[src/rtl/gpio_setclr_pkg.sv]
// Package gpio_setclr_pkg
// Shared constants and the address-region type for the pin controller.
// Assumes word-aligned byte addresses and a bank of at most 64 pins, so
// that the select, set, clear and level regions never overlap.
package gpio_setclr_pkg;

    localparam int FN_W        = 3;
    localparam int FN_PER_WORD = 10;
    localparam int BUS_W       = 32;

    localparam logic [FN_W-1:0] FN_INPUT  = 3'b000;
    localparam logic [FN_W-1:0] FN_OUTPUT = 3'b001;

    // word offsets (byte offset / 4) of the first word of each region
    localparam int SEL_WORD0 = 0;   // 0x00
    localparam int SET_WORD0 = 7;   // 0x1C
    localparam int CLR_WORD0 = 10;  // 0x28
    localparam int LEV_WORD0 = 13;  // 0x34

    typedef enum logic [2:0] {
        RG_NONE,
        RG_SEL,
        RG_SET,
        RG_CLR,
        RG_LEV
    } region_e;

endpackage

[src/rtl/gpio_addr_decode.sv]
// Module gpio_addr_decode
// Turns a byte address into a region and a word index inside that region.
// Assumes the region bases from the package and a bank of at most 64 pins.
// Misaligned addresses decode to no region.
module gpio_addr_decode
    import gpio_setclr_pkg::*;
#(
    parameter int ADDR_W    = 8,
    parameter int NUM_SEL   = 6,
    parameter int NUM_WORDS = 2
) (
    input  logic [ADDR_W-1:0] addr,
    output region_e           region,
    output logic [3:0]        idx
);

    int w;

    // Purpose: classify the word offset into one region and its index.
    always_comb begin
        region = RG_NONE;
        idx    = '0;
        w      = int'(addr[ADDR_W-1:2]);
        if (addr[1:0] != 2'b00) begin
            region = RG_NONE;
        end else if (w >= SEL_WORD0 && w < SEL_WORD0 + NUM_SEL) begin
            region = RG_SEL;
            idx    = 4'(w - SEL_WORD0);
        end else if (w >= SET_WORD0 && w < SET_WORD0 + NUM_WORDS) begin
            region = RG_SET;
            idx    = 4'(w - SET_WORD0);
        end else if (w >= CLR_WORD0 && w < CLR_WORD0 + NUM_WORDS) begin
            region = RG_CLR;
            idx    = 4'(w - CLR_WORD0);
        end else if (w >= LEV_WORD0 && w < LEV_WORD0 + NUM_WORDS) begin
            region = RG_LEV;
            idx    = 4'(w - LEV_WORD0);
        end
    end

endmodule

[src/rtl/gpio_fsel_regs.sv]
// Module gpio_fsel_regs
// Holds one 3-bit function field per pin, ten fields per select word.
// It writes the addressed word, reads it back and derives the output
// enables. Only code 001 enables a pin. Fields of missing pins are
// not stored and read as zero.
module gpio_fsel_regs
    import gpio_setclr_pkg::*;
#(
    parameter int NUM_PINS = 54
) (
    input  logic                        clk,
    input  logic                        rst_n,
    input  logic                        wr_en,
    input  logic [3:0]                  idx,
    input  logic [FN_W*FN_PER_WORD-1:0] wr_data,
    output logic [BUS_W-1:0]            rd_data,
    output logic [NUM_PINS-1:0]         oe
);

    logic [NUM_PINS-1:0][FN_W-1:0] fn_q;

    for (genvar p = 0; p < NUM_PINS; p++) begin : g_pin
        localparam int REG = p / FN_PER_WORD;
        localparam int LSB = FN_W * (p % FN_PER_WORD);

        // Purpose: store this pin's field when its select word is written.
        always_ff @(posedge clk) begin
            if (!rst_n) begin
                fn_q[p] <= FN_INPUT;
            end else if (wr_en && idx == 4'(REG)) begin
                fn_q[p] <= wr_data[LSB +: FN_W];
            end
        end

        // Purpose: drive the pin only for the output code.
        assign oe[p] = (fn_q[p] == FN_OUTPUT);
    end

    // Purpose: gather the fields of the addressed select word.
    always_comb begin
        rd_data = '0;
        for (int p = 0; p < NUM_PINS; p++) begin
            if (p / FN_PER_WORD == int'(idx)) begin
                rd_data[FN_W*(p%FN_PER_WORD) +: FN_W] = fn_q[p];
            end
        end
    end

endmodule

[src/rtl/gpio_out_latch.sv]
// Module gpio_out_latch
// One output latch per pin, moved only by write-one-to-set and
// write-one-to-clear words. Assumes at most one bus write per cycle, so
// set and clear never arrive together. Latches update whatever the
// pin's function code is. Bits for missing pins are ignored.
module gpio_out_latch
    import gpio_setclr_pkg::*;
#(
    parameter int NUM_PINS = 54
) (
    input  logic                clk,
    input  logic                rst_n,
    input  logic                set_en,
    input  logic                clr_en,
    input  logic [3:0]          idx,
    input  logic [BUS_W-1:0]    wdata,
    output logic [NUM_PINS-1:0] latch_q
);

    for (genvar p = 0; p < NUM_PINS; p++) begin : g_pin
        localparam int WORD = p / BUS_W;
        localparam int BIT  = p % BUS_W;

        logic hit;
        assign hit = (idx == 4'(WORD)) && wdata[BIT];

        // Purpose: raise or lower this latch on a selected one-bit.
        always_ff @(posedge clk) begin
            if (!rst_n) begin
                latch_q[p] <= 1'b0;
            end else if (set_en && hit) begin
                latch_q[p] <= 1'b1;
            end else if (clr_en && hit) begin
                latch_q[p] <= 1'b0;
            end
        end
    end

endmodule

[src/rtl/gpio_in_sync.sv]
// Module gpio_in_sync
// Two-flop synchronizer for asynchronous pin levels. A change at the
// input is visible at the output after the second rising edge.
module gpio_in_sync #(
    parameter int WIDTH = 54
) (
    input  logic             clk,
    input  logic             rst_n,
    input  logic [WIDTH-1:0] d,
    output logic [WIDTH-1:0] q
);

    logic [WIDTH-1:0] meta_q;

    // Purpose: pass the inputs through two register stages.
    always_ff @(posedge clk) begin
        if (!rst_n) begin
            meta_q <= '0;
            q      <= '0;
        end else begin
            meta_q <= d;
            q      <= meta_q;
        end
    end

endmodule

[src/rtl/gpio_setclr.sv]
// Module gpio_setclr
// Top of the pin controller. It decodes the bus, routes writes to the
// select fields and the set/clear latches, and muxes read data.
// Assumes NUM_PINS <= 64 and one access per cycle. Reads are
// combinational on bus_addr.
module gpio_setclr
    import gpio_setclr_pkg::*;
#(
    parameter int NUM_PINS = 54,
    parameter int ADDR_W   = 8
) (
    input  logic                clk,
    input  logic                rst_n,
    input  logic [ADDR_W-1:0]   bus_addr,
    input  logic                bus_we,
    input  logic [BUS_W-1:0]    bus_wdata,
    output logic [BUS_W-1:0]    bus_rdata,
    input  logic [NUM_PINS-1:0] pin_in,
    output logic [NUM_PINS-1:0] pin_out,
    output logic [NUM_PINS-1:0] pin_oe
);

    localparam int NUM_SEL   = (NUM_PINS + FN_PER_WORD - 1) / FN_PER_WORD;
    localparam int NUM_WORDS = (NUM_PINS + BUS_W - 1) / BUS_W;

    region_e              region;
    logic [3:0]           idx;
    logic [BUS_W-1:0]     sel_rdata;
    logic [BUS_W-1:0]     lev_word;
    logic [NUM_PINS-1:0]  lev_sync;

    gpio_addr_decode #(
        .ADDR_W    (ADDR_W),
        .NUM_SEL   (NUM_SEL),
        .NUM_WORDS (NUM_WORDS)
    ) u_decode (
        .addr   (bus_addr),
        .region (region),
        .idx    (idx)
    );

    gpio_fsel_regs #(
        .NUM_PINS (NUM_PINS)
    ) u_fsel (
        .clk     (clk),
        .rst_n   (rst_n),
        .wr_en   (bus_we && region == RG_SEL),
        .idx     (idx),
        .wr_data (bus_wdata[FN_W*FN_PER_WORD-1:0]),
        .rd_data (sel_rdata),
        .oe      (pin_oe)
    );

    gpio_out_latch #(
        .NUM_PINS (NUM_PINS)
    ) u_latch (
        .clk     (clk),
        .rst_n   (rst_n),
        .set_en  (bus_we && region == RG_SET),
        .clr_en  (bus_we && region == RG_CLR),
        .idx     (idx),
        .wdata   (bus_wdata),
        .latch_q (pin_out)
    );

    gpio_in_sync #(
        .WIDTH (NUM_PINS)
    ) u_sync (
        .clk   (clk),
        .rst_n (rst_n),
        .d     (pin_in),
        .q     (lev_sync)
    );

    // Purpose: pack the synchronized levels of the addressed word.
    always_comb begin
        lev_word = '0;
        for (int p = 0; p < NUM_PINS; p++) begin
            if (p / BUS_W == int'(idx)) begin
                lev_word[p % BUS_W] = lev_sync[p];
            end
        end
    end

    // Purpose: select read data by region; set/clear/unmapped read zero.
    always_comb begin
        unique case (region)
            RG_SEL:  bus_rdata = sel_rdata;
            RG_LEV:  bus_rdata = lev_word;
            default: bus_rdata = '0;
        endcase
    end

endmodule

[config.mk]
export PLATFORM = sky130hd
export DESIGN_NAME = gpio_setclr
export DESIGN_NICKNAME = d
export VERILOG_FILES = /design/src/rtl/gpio_setclr_pkg.sv /design/src/rtl/gpio_addr_decode.sv /design/src/rtl/gpio_fsel_regs.sv /design/src/rtl/gpio_out_latch.sv /design/src/rtl/gpio_in_sync.sv /design/src/rtl/gpio_setclr.sv
export SDC_FILE = /design/constraint.sdc
export NUM_CORES = 1
export LEC_CHECK = 0
export BUFFER_PORTS_ARGS = -buffer_cell sky130_fd_sc_hd__clkbuf_2
export CAP_MARGIN = 10
export CORE_MARGIN = 4
export CORE_UTILIZATION = 45
export CTS_CLUSTER_DIAMETER = 30
export CTS_CLUSTER_SIZE = 14
export DETAILED_ROUTE_END_ITERATION = 8
export HOLD_SLACK_MARGIN = 0.12
export PLACE_DENSITY_LB_ADDON = 0.12
export SYNTH_ARGS = -nofsm -noshare
export SYNTH_HDL_FRONTEND = slang
export SYNTH_SLANG_ARGS = --single-unit
export TNS_END_PERCENT = 1
[constraint.sdc]
create_clock -name clk -period 3.96 [get_ports clk]
set_clock_uncertainty 0.15 [all_clocks]
set_input_delay 0.396 -clock clk [delete_from_list [all_inputs] [get_ports clk]]
set_output_delay 0.396 -clock clk [all_outputs]
set_load 0.1 [all_outputs]
-- Word level (Yosys, flattened, before mapping)
Cells that the tools add are included.
- reductions and logical operators: 231
- equality and inequality tests: 68
- $lt $le $gt $ge: 7
- muxes and demuxes: 227
- add/subtract/negate cells: 3
- operators by type and width (operator ; count):
    3-bit 2-to-1 mux ; 59
    1-bit logical AND ; 174
    3-bit by 1-bit equality test with 1-bit output (second input constant) ; 55
    1-bit 2-to-1 mux ; 162
    2-bit nonzero test ; 55
    32-bit one-hot mux with 2 select lines ; 1
    4-bit 2-to-1 mux ; 5
    6-bit by 4-bit < comparator with 1-bit output (second input constant) ; 3
    6-bit by 4-bit greater-or-equal comparator with 1-bit output (second input constant) ; 2
    3-bit by 4-bit equality test with 1-bit output (first input constant) ; 2
    4-bit by 2-bit equality test with 1-bit output (second input constant) ; 2
    4-bit by 3-bit equality test with 1-bit output (second input constant) ; 2
    4-bit equality test (first input constant) ; 2
    4-bit zero test ; 2
    4-bit subtractor (second input constant) ; 2
    3-bit by 2-bit equality test with 1-bit output (second input constant) ; 2
    6-bit by 3-bit greater-or-equal comparator with 1-bit output (second input constant) ; 1
    6-bit by 3-bit < comparator with 1-bit output (second input constant) ; 1
    2-bit by 4-bit equality test with 1-bit output (first input constant) ; 1
    4-bit by 1-bit equality test with 1-bit output (second input constant) ; 1
    4-bit by 3-bit subtractor with 4-bit output (second input constant) ; 1
    3-bit equality test (second input constant) ; 1
- register bits: 324
- logic and storage cells: 646

-- Logic depth before layout (Yosys ltp)
- depth after elaboration: 15
- mapped depth: 14
- mapped depth without buffers: 9

-- Hierarchy
From an unflattened synthesis, not the netlist that was laid out.
- cells, all modules: 1550
- area, all modules: 14213.6 µm²
- modules (own cells, without submodules) (module ; cells an instance ; instances ; area an instance (µm²)):
    gpio_fsel_regs ; 986 ; 1 ; 7836.3
    gpio_in_sync ; 227 ; 1 ; 2911.5
    gpio_out_latch ; 190 ; 1 ; 2122.0
    gpio_setclr ; 95 ; 1 ; 927.1
    gpio_addr_decode ; 52 ; 1 ; 416.6

-- Worst setup path before layout
OpenSTA, ideal clock, no wires.
- path type: input-to-output
- start: input bus_addr[2]
- end: output bus_rdata[0]
- stages on the path: 11
- setup slack: -0.387 ns
- path buffers: 4
- data arrival time: 3.801 ns
- path through: ha_1 > and2b_1 > nand3_1 > a2111oi_2 > or2_1 > buf_4 > buf_6 > buf_4 > buf_4 > mux2i_1 > o221ai_1
- longest elaborated chain between the ends: 15
- elaborated cells on any way between the ends: 40
- RTL lines (what ; line ; text):
    start, declared ; gpio_setclr.sv:14 ; input logic [ADDR_W-1:0] bus_addr,
    6-bit by 4-bit greater-or-equal comparator with 1-bit output / 6-bit by 4-bit < comparator with 1-bit output (equally long branches) ; gpio_addr_decode.sv:35 ; end else if (w >= LEV_WORD0 && w < LEV_WORD0 + NUM_WORDS) begin
    1-bit logical AND ; gpio_addr_decode.sv:35 ;
    4-bit 2-to-1 mux ; gpio_addr_decode.sv:35 ;
    4-bit 2-to-1 mux ; gpio_addr_decode.sv:32 ; end else if (w >= CLR_WORD0 && w < CLR_WORD0 + NUM_WORDS) begin
    4-bit 2-to-1 mux ; gpio_addr_decode.sv:29 ; end else if (w >= SET_WORD0 && w < SET_WORD0 + NUM_WORDS) begin
    4-bit 2-to-1 mux ; gpio_addr_decode.sv:26 ; end else if (w >= SEL_WORD0 && w < SEL_WORD0 + NUM_SEL) begin
    4-bit 2-to-1 mux ; gpio_addr_decode.sv:24 ; if (addr[1:0] != 2'b00) begin
    4-bit zero test ; gpio_fsel_regs.sv:43, gpio_setclr.sv:79 ;
    3-bit 2-to-1 mux (6 in series) ; gpio_fsel_regs.sv:43 ; if (p / FN_PER_WORD == int'(idx)) begin
    32-bit one-hot mux with 2 select lines (*) ; gpio_setclr.sv:87 ; unique case (region)
    end, declared ; gpio_setclr.sv:17 ; output logic [BUS_W-1:0] bus_rdata,
Every way passes the cells marked *; elsewhere a longest branch is shown, timed or not.

-- Worst setup path after layout
- start: input bus_addr[2]
- end: output bus_rdata[24]
- longest elaborated chain between the ends: 14
- elaborated cells on any way between the ends: 37
- RTL lines (what ; line):
    6-bit by 4-bit greater-or-equal comparator with 1-bit output / 6-bit by 4-bit < comparator with 1-bit output (equally long branches) ; gpio_addr_decode.sv:35
    1-bit logical AND ; gpio_addr_decode.sv:35
    4-bit 2-to-1 mux ; gpio_addr_decode.sv:35
    4-bit 2-to-1 mux ; gpio_addr_decode.sv:32
    4-bit 2-to-1 mux ; gpio_addr_decode.sv:29
    4-bit 2-to-1 mux ; gpio_addr_decode.sv:26
    4-bit 2-to-1 mux ; gpio_addr_decode.sv:24
    4-bit zero test ; gpio_fsel_regs.sv:43, gpio_setclr.sv:79
    3-bit 2-to-1 mux (5 in series) ; gpio_fsel_regs.sv:43
    32-bit one-hot mux with 2 select lines (*) ; gpio_setclr.sv:87
Marked as above.

==> metrics.md <==
| Metric | Value |
|---|---|
| Status | `finished, final reports clean` |
| Die width | `182 um` |
| Worst Hold Class | `in2reg` |
| WP data required | `3.41 ns` |
| First-pass GRT wire length | `70.5 mm` |
| Non-Filler Instances | `2305` |
| Unrepaired setup endpoints after global routing | `true` |
| Post-layout nets | `1964` |
| Initial DRC Count | `815` |
| Flop pwr share | `0.344` |
| Share of layout cells above drive strength 1 | `0.240` |
| Placed cells | `2104` |
| Number of synthesized flops with an enable pin | `0` |
| Number of diodes | `0` |
| IO buf count | `236` |
| Pre-Repair DR Iteration Count | `5` |
| Clock sink total | `324` |
| Pleak | `0.00771 uW` |
| Fmax | `260 MHz` |
| Post-Syn Nets | `1638` |
| CTS HTree Levels | `3` |
| Number of vias per cell | `5.33` |
| Crit share post-route | `0.972` |
| Post-Route WL | `46.5 mm` |
| Clock insertion delay at the later pin of the skew report | `0.56 ns` |
| P per Cell Area | `511 mW/mm^2` |
| Synth Area in Compound Gates | `0.131` |
| RD Place Congestion | `0.913` |
| Clock network power share | `0.613` |
| Setup crit end kind | `output pin` |
| Simple-Gate Fraction of Synth Area | `0.251` |
| Cells after Synth | `1534` |
| CP max FO | `12` |
| Worst-Margin Slew | `0.970 ns` |
| Vias in the first global route | `12300` |
| Adder-Cell Fraction of Synth Area | `0.00640` |
| Wire length on met2 | `22.3 mm` |
| CP Launch Point | `bus_addr[2]` |
| Die area | `0.0333 mm^2` |
| CTS max path bufs | `3` |
| Min-delay src | `bus_wdata[16]` |
| Layout Utilization | `0.638` |
| Synth Register Bits | `324` |
| Final Max Tran Viols | `0` |
| Worst setup SP type | `primary input` |
| Height of the die | `182 um` |
| Data arrival, critical path | `3.30 ns` |
| Area growth from synthesis to layout | `39.0%` |
| Relative slew slack | `0.353` |
| Pint | `7520 uW` |
| Min cycle time layout | `3.85 ns` |
| Synth top area share | `0.474` |
| Grt total ovfl | `0` |
| WL met3 | `3.26 mm` |
| Multiplexer share of the synthesized area | `0.0920` |
| # IOs | `237` |
| Crit path kind | `in2out` |
| Critical Path Max Stage Delay | `0.43 ns` |
| DR WL/cell | `20.2 um` |
| Std cell rows | `63` |
| Sequential share of the synthesized area | `0.474` |
| Wl on met1 | `19.2 mm` |
| CTS tree | `built` |
| Endpoints failing setup | `0` |
| Worst r2r src | `u_fsel.fn_q[161]$_SDFFE_PN0P_` |
| Ys Warns | `0` |
| Highest routed layer | `met4` |
| Final Hold Vio Count | `0` |
| Unique masters post-synth | `56` |
| Syn Std Cell Area | `0.0137 mm^2` |
| Routed vias | `12300` |
| Switch share | `0.227` |
| GRT Util Overall | `0.271` |
| Core area | `0.0298 mm^2` |
| Synth async-reset ratio | `0` |
| Critical path cell sequence | `clkbuf_2 -> ha_1 -> and2b_1 -> nand3_1 -> a2111oi_2 -> or2_4 -> buf_4 -> mux2i_1 -> a221oi_1 -> a221o_1 -> buf_12` |
| Clock root buffer master | `clkbuf_16` |
| Combinational fraction of design power | `0.043` |
| VDD IR max | `0.336 mV` |
| Worst-path clk slew | `0.04 ns` |
| Sw power | `2210 uW` |
| Fill cells | `2484` |
| Slowest-stage cell, CP | `a2111oi_2` |
| Initial antenna violation count | `1` |
| CTS Buf Count | `69` |
| Largest net degree at the start of global routing | `97` |
| DRC viols | `0` |
| Top_reg_cell synth | `dfxtp_1` |
| Xor and xnor area share after synthesis | `0.000640` |
| HPWL Detailed | `31.4 mm` |
| Max Cap Violations | `0` |
| Largest family of logic cells by synthesized area | `simple AND/OR/NAND/NOR gates` |
| Synth area leaders | `dfxtp_1 47%, nand2_1 14%, mux2i_1 7.4%, a21boi_0 5.7%, and2_1 5.0%` |
| Synth area leader | `dfxtp_1` |
| Post-route ant nets | `0` |
| Starting Density | `0.459` |
| Syn Area/Cell | `8.92 um^2` |
[cell families (layout without fill, tap and decap cells)]
family                   Yosys count  in the layout
flip-flops                       324            324
AND/OR/NAND/NOR                  731            731
XOR/XNOR                           1              1
adder cells (fa/ha/maj)            7              7
multiplexers                     112            112
buffers and inverters            124            505
AO/OA/AOI/OAI                    235            235
[worst paths after layout]
path                                                 endpoint  slack, ns  depth (start not counted)
worst min register to register        u_sync.q[50]$_SDFF_PN0_       0.27                          1
worst max-delay path                            bus_rdata[24]       0.11                         11
worst min-delay path             u_fsel.fn_q[46]$_SDFFE_PN0P_       0.14                          3
worst max register to register  u_fsel.fn_q[161]$_SDFFE_PN0P_       3.07                          2
[area by class of cell]
| class | instances | area [um^2] | share of cell area |
|---|---|---|---|
| multi-input combinational | 1086 | 6640 | 0.349 |
| sequential | 324 | 6490 | 0.341 |
| timing repair buffer | 374 | 2960 | 0.156 |
| clock buffer | 84 | 1840 | 0.0969 |
| clock inverter | 42 | 589 | 0.0310 |
| tap | 390 | 488 | 0.0256 |
| inverter | 5 | 18.8 | 0.000987 |
[cell usage after synthesis, drive strengths merged, types with 3 or more instances]
master / number
nor3: 3
inv: 5
o211ai: 3
mux2i: 101
nand2: 498
nor3b: 56
or2: 4
a31o: 8
buf: 56
a21boi: 154
or3: 3
ha: 7
nor2b: 10
a221o: 10
a31oi: 4
mux4: 11
nor4: 6
and2: 110
dfxtp: 324
a21oi: 13
a22o: 4
a221oi: 6
o21ai: 7
clkbuf: 63
o22ai: 4
o221ai: 8
nor2: 8
nand3: 22
a211o: 5
[power groups by stage]
stage / sequential (uW) / clock, uW / combinational [uW]
5_1_grt: 3340 / 6200 / 447
2_1_floorplan: 3410 / 0 / 193
4_1_cts: 3340 / 6030 / 415
3_3_place_gp: 3410 / 0 / 356
6_report: 3340 / 5960 / 419
3_5_place_dp: 3410 / 0 / 357
[per-layer routing]
layer	up-vias	track usage
met3	105	0.0660
met2	464	0.457
met4	0	0.107
li1	5808	-
met5	-	0
met1	5898	0.334
[worst max-delay path, delay by kind of cell]
| kind | cells | cell delay [ns] |
|---|---|---|
| AOI/OAI and AO/OA | 3 | 1.13 |
| adders and majority gates | 1 | 0.26 |
| muxes | 1 | 0.10 |
| and+or+nand+nor | 3 | 0.76 |
| buffers and inverters | 3 | 0.64 |
[layout by cell type, fill, tap and decap left out, types with 7 or more instances in the layout]
cell type and instances:
o221ai_1 7, nor3b_1 56, clkbuf_16 69, mux2i_1 101, buf_12 38, dfxtp_1 324
a21oi_1 13, dlygate4sd3_1 72, a21boi_1 51, mux4_2 11, clkinvlp_4 7, nor2b_1 10
a31o_2 8, clkbuf_2 203, bufinv_16 10, buf_4 60, a221o_1 10, clkbuf_1 9
nand2_1 496, a21boi_0 103, nand3_1 22, inv_6 10, and2_1 110, ha_1 7
[per-stage QoR]
step / hold slack, ns / TNS [ns] / worst slack, ns / instance area, um^2 / total power [uW]
after floorplan: 0.256 / -2.69 / -0.387 / 13700 / 3600
after global placement: 0.265 / 0 / 0.0843 / 15800 / 3760
after detailed placement: 0.272 / 0 / 0.0175 / 15800 / 3760
after CTS: 0.121 / 0 / 0.00744 / 19000 / 9790
after global routing: 0.137 / -0.0332 / -0.0231 / 19000 / 10000
final: 0.137 / 0 / 0.109 / 19000 / 9730
[state kept, by name, indices dropped and copies added (netlist names)]
name             flops
u_sync.q            54
u_fsel.fn_q        162
u_sync.meta_q       54
u_latch.latch_q     54
[what timing repair did]
| action | CTS | global route |
|---|---|---|
| hold buffers | 72 | 0 |
| endpoints found under the hold margin | 151 | 0 |
| gates resized for setup | 0 | 3 |
| setup endpoints to repair | 0 | 18 |
| setup buffers | 0 | 3 |
Power figures use the tool's default switching activity.
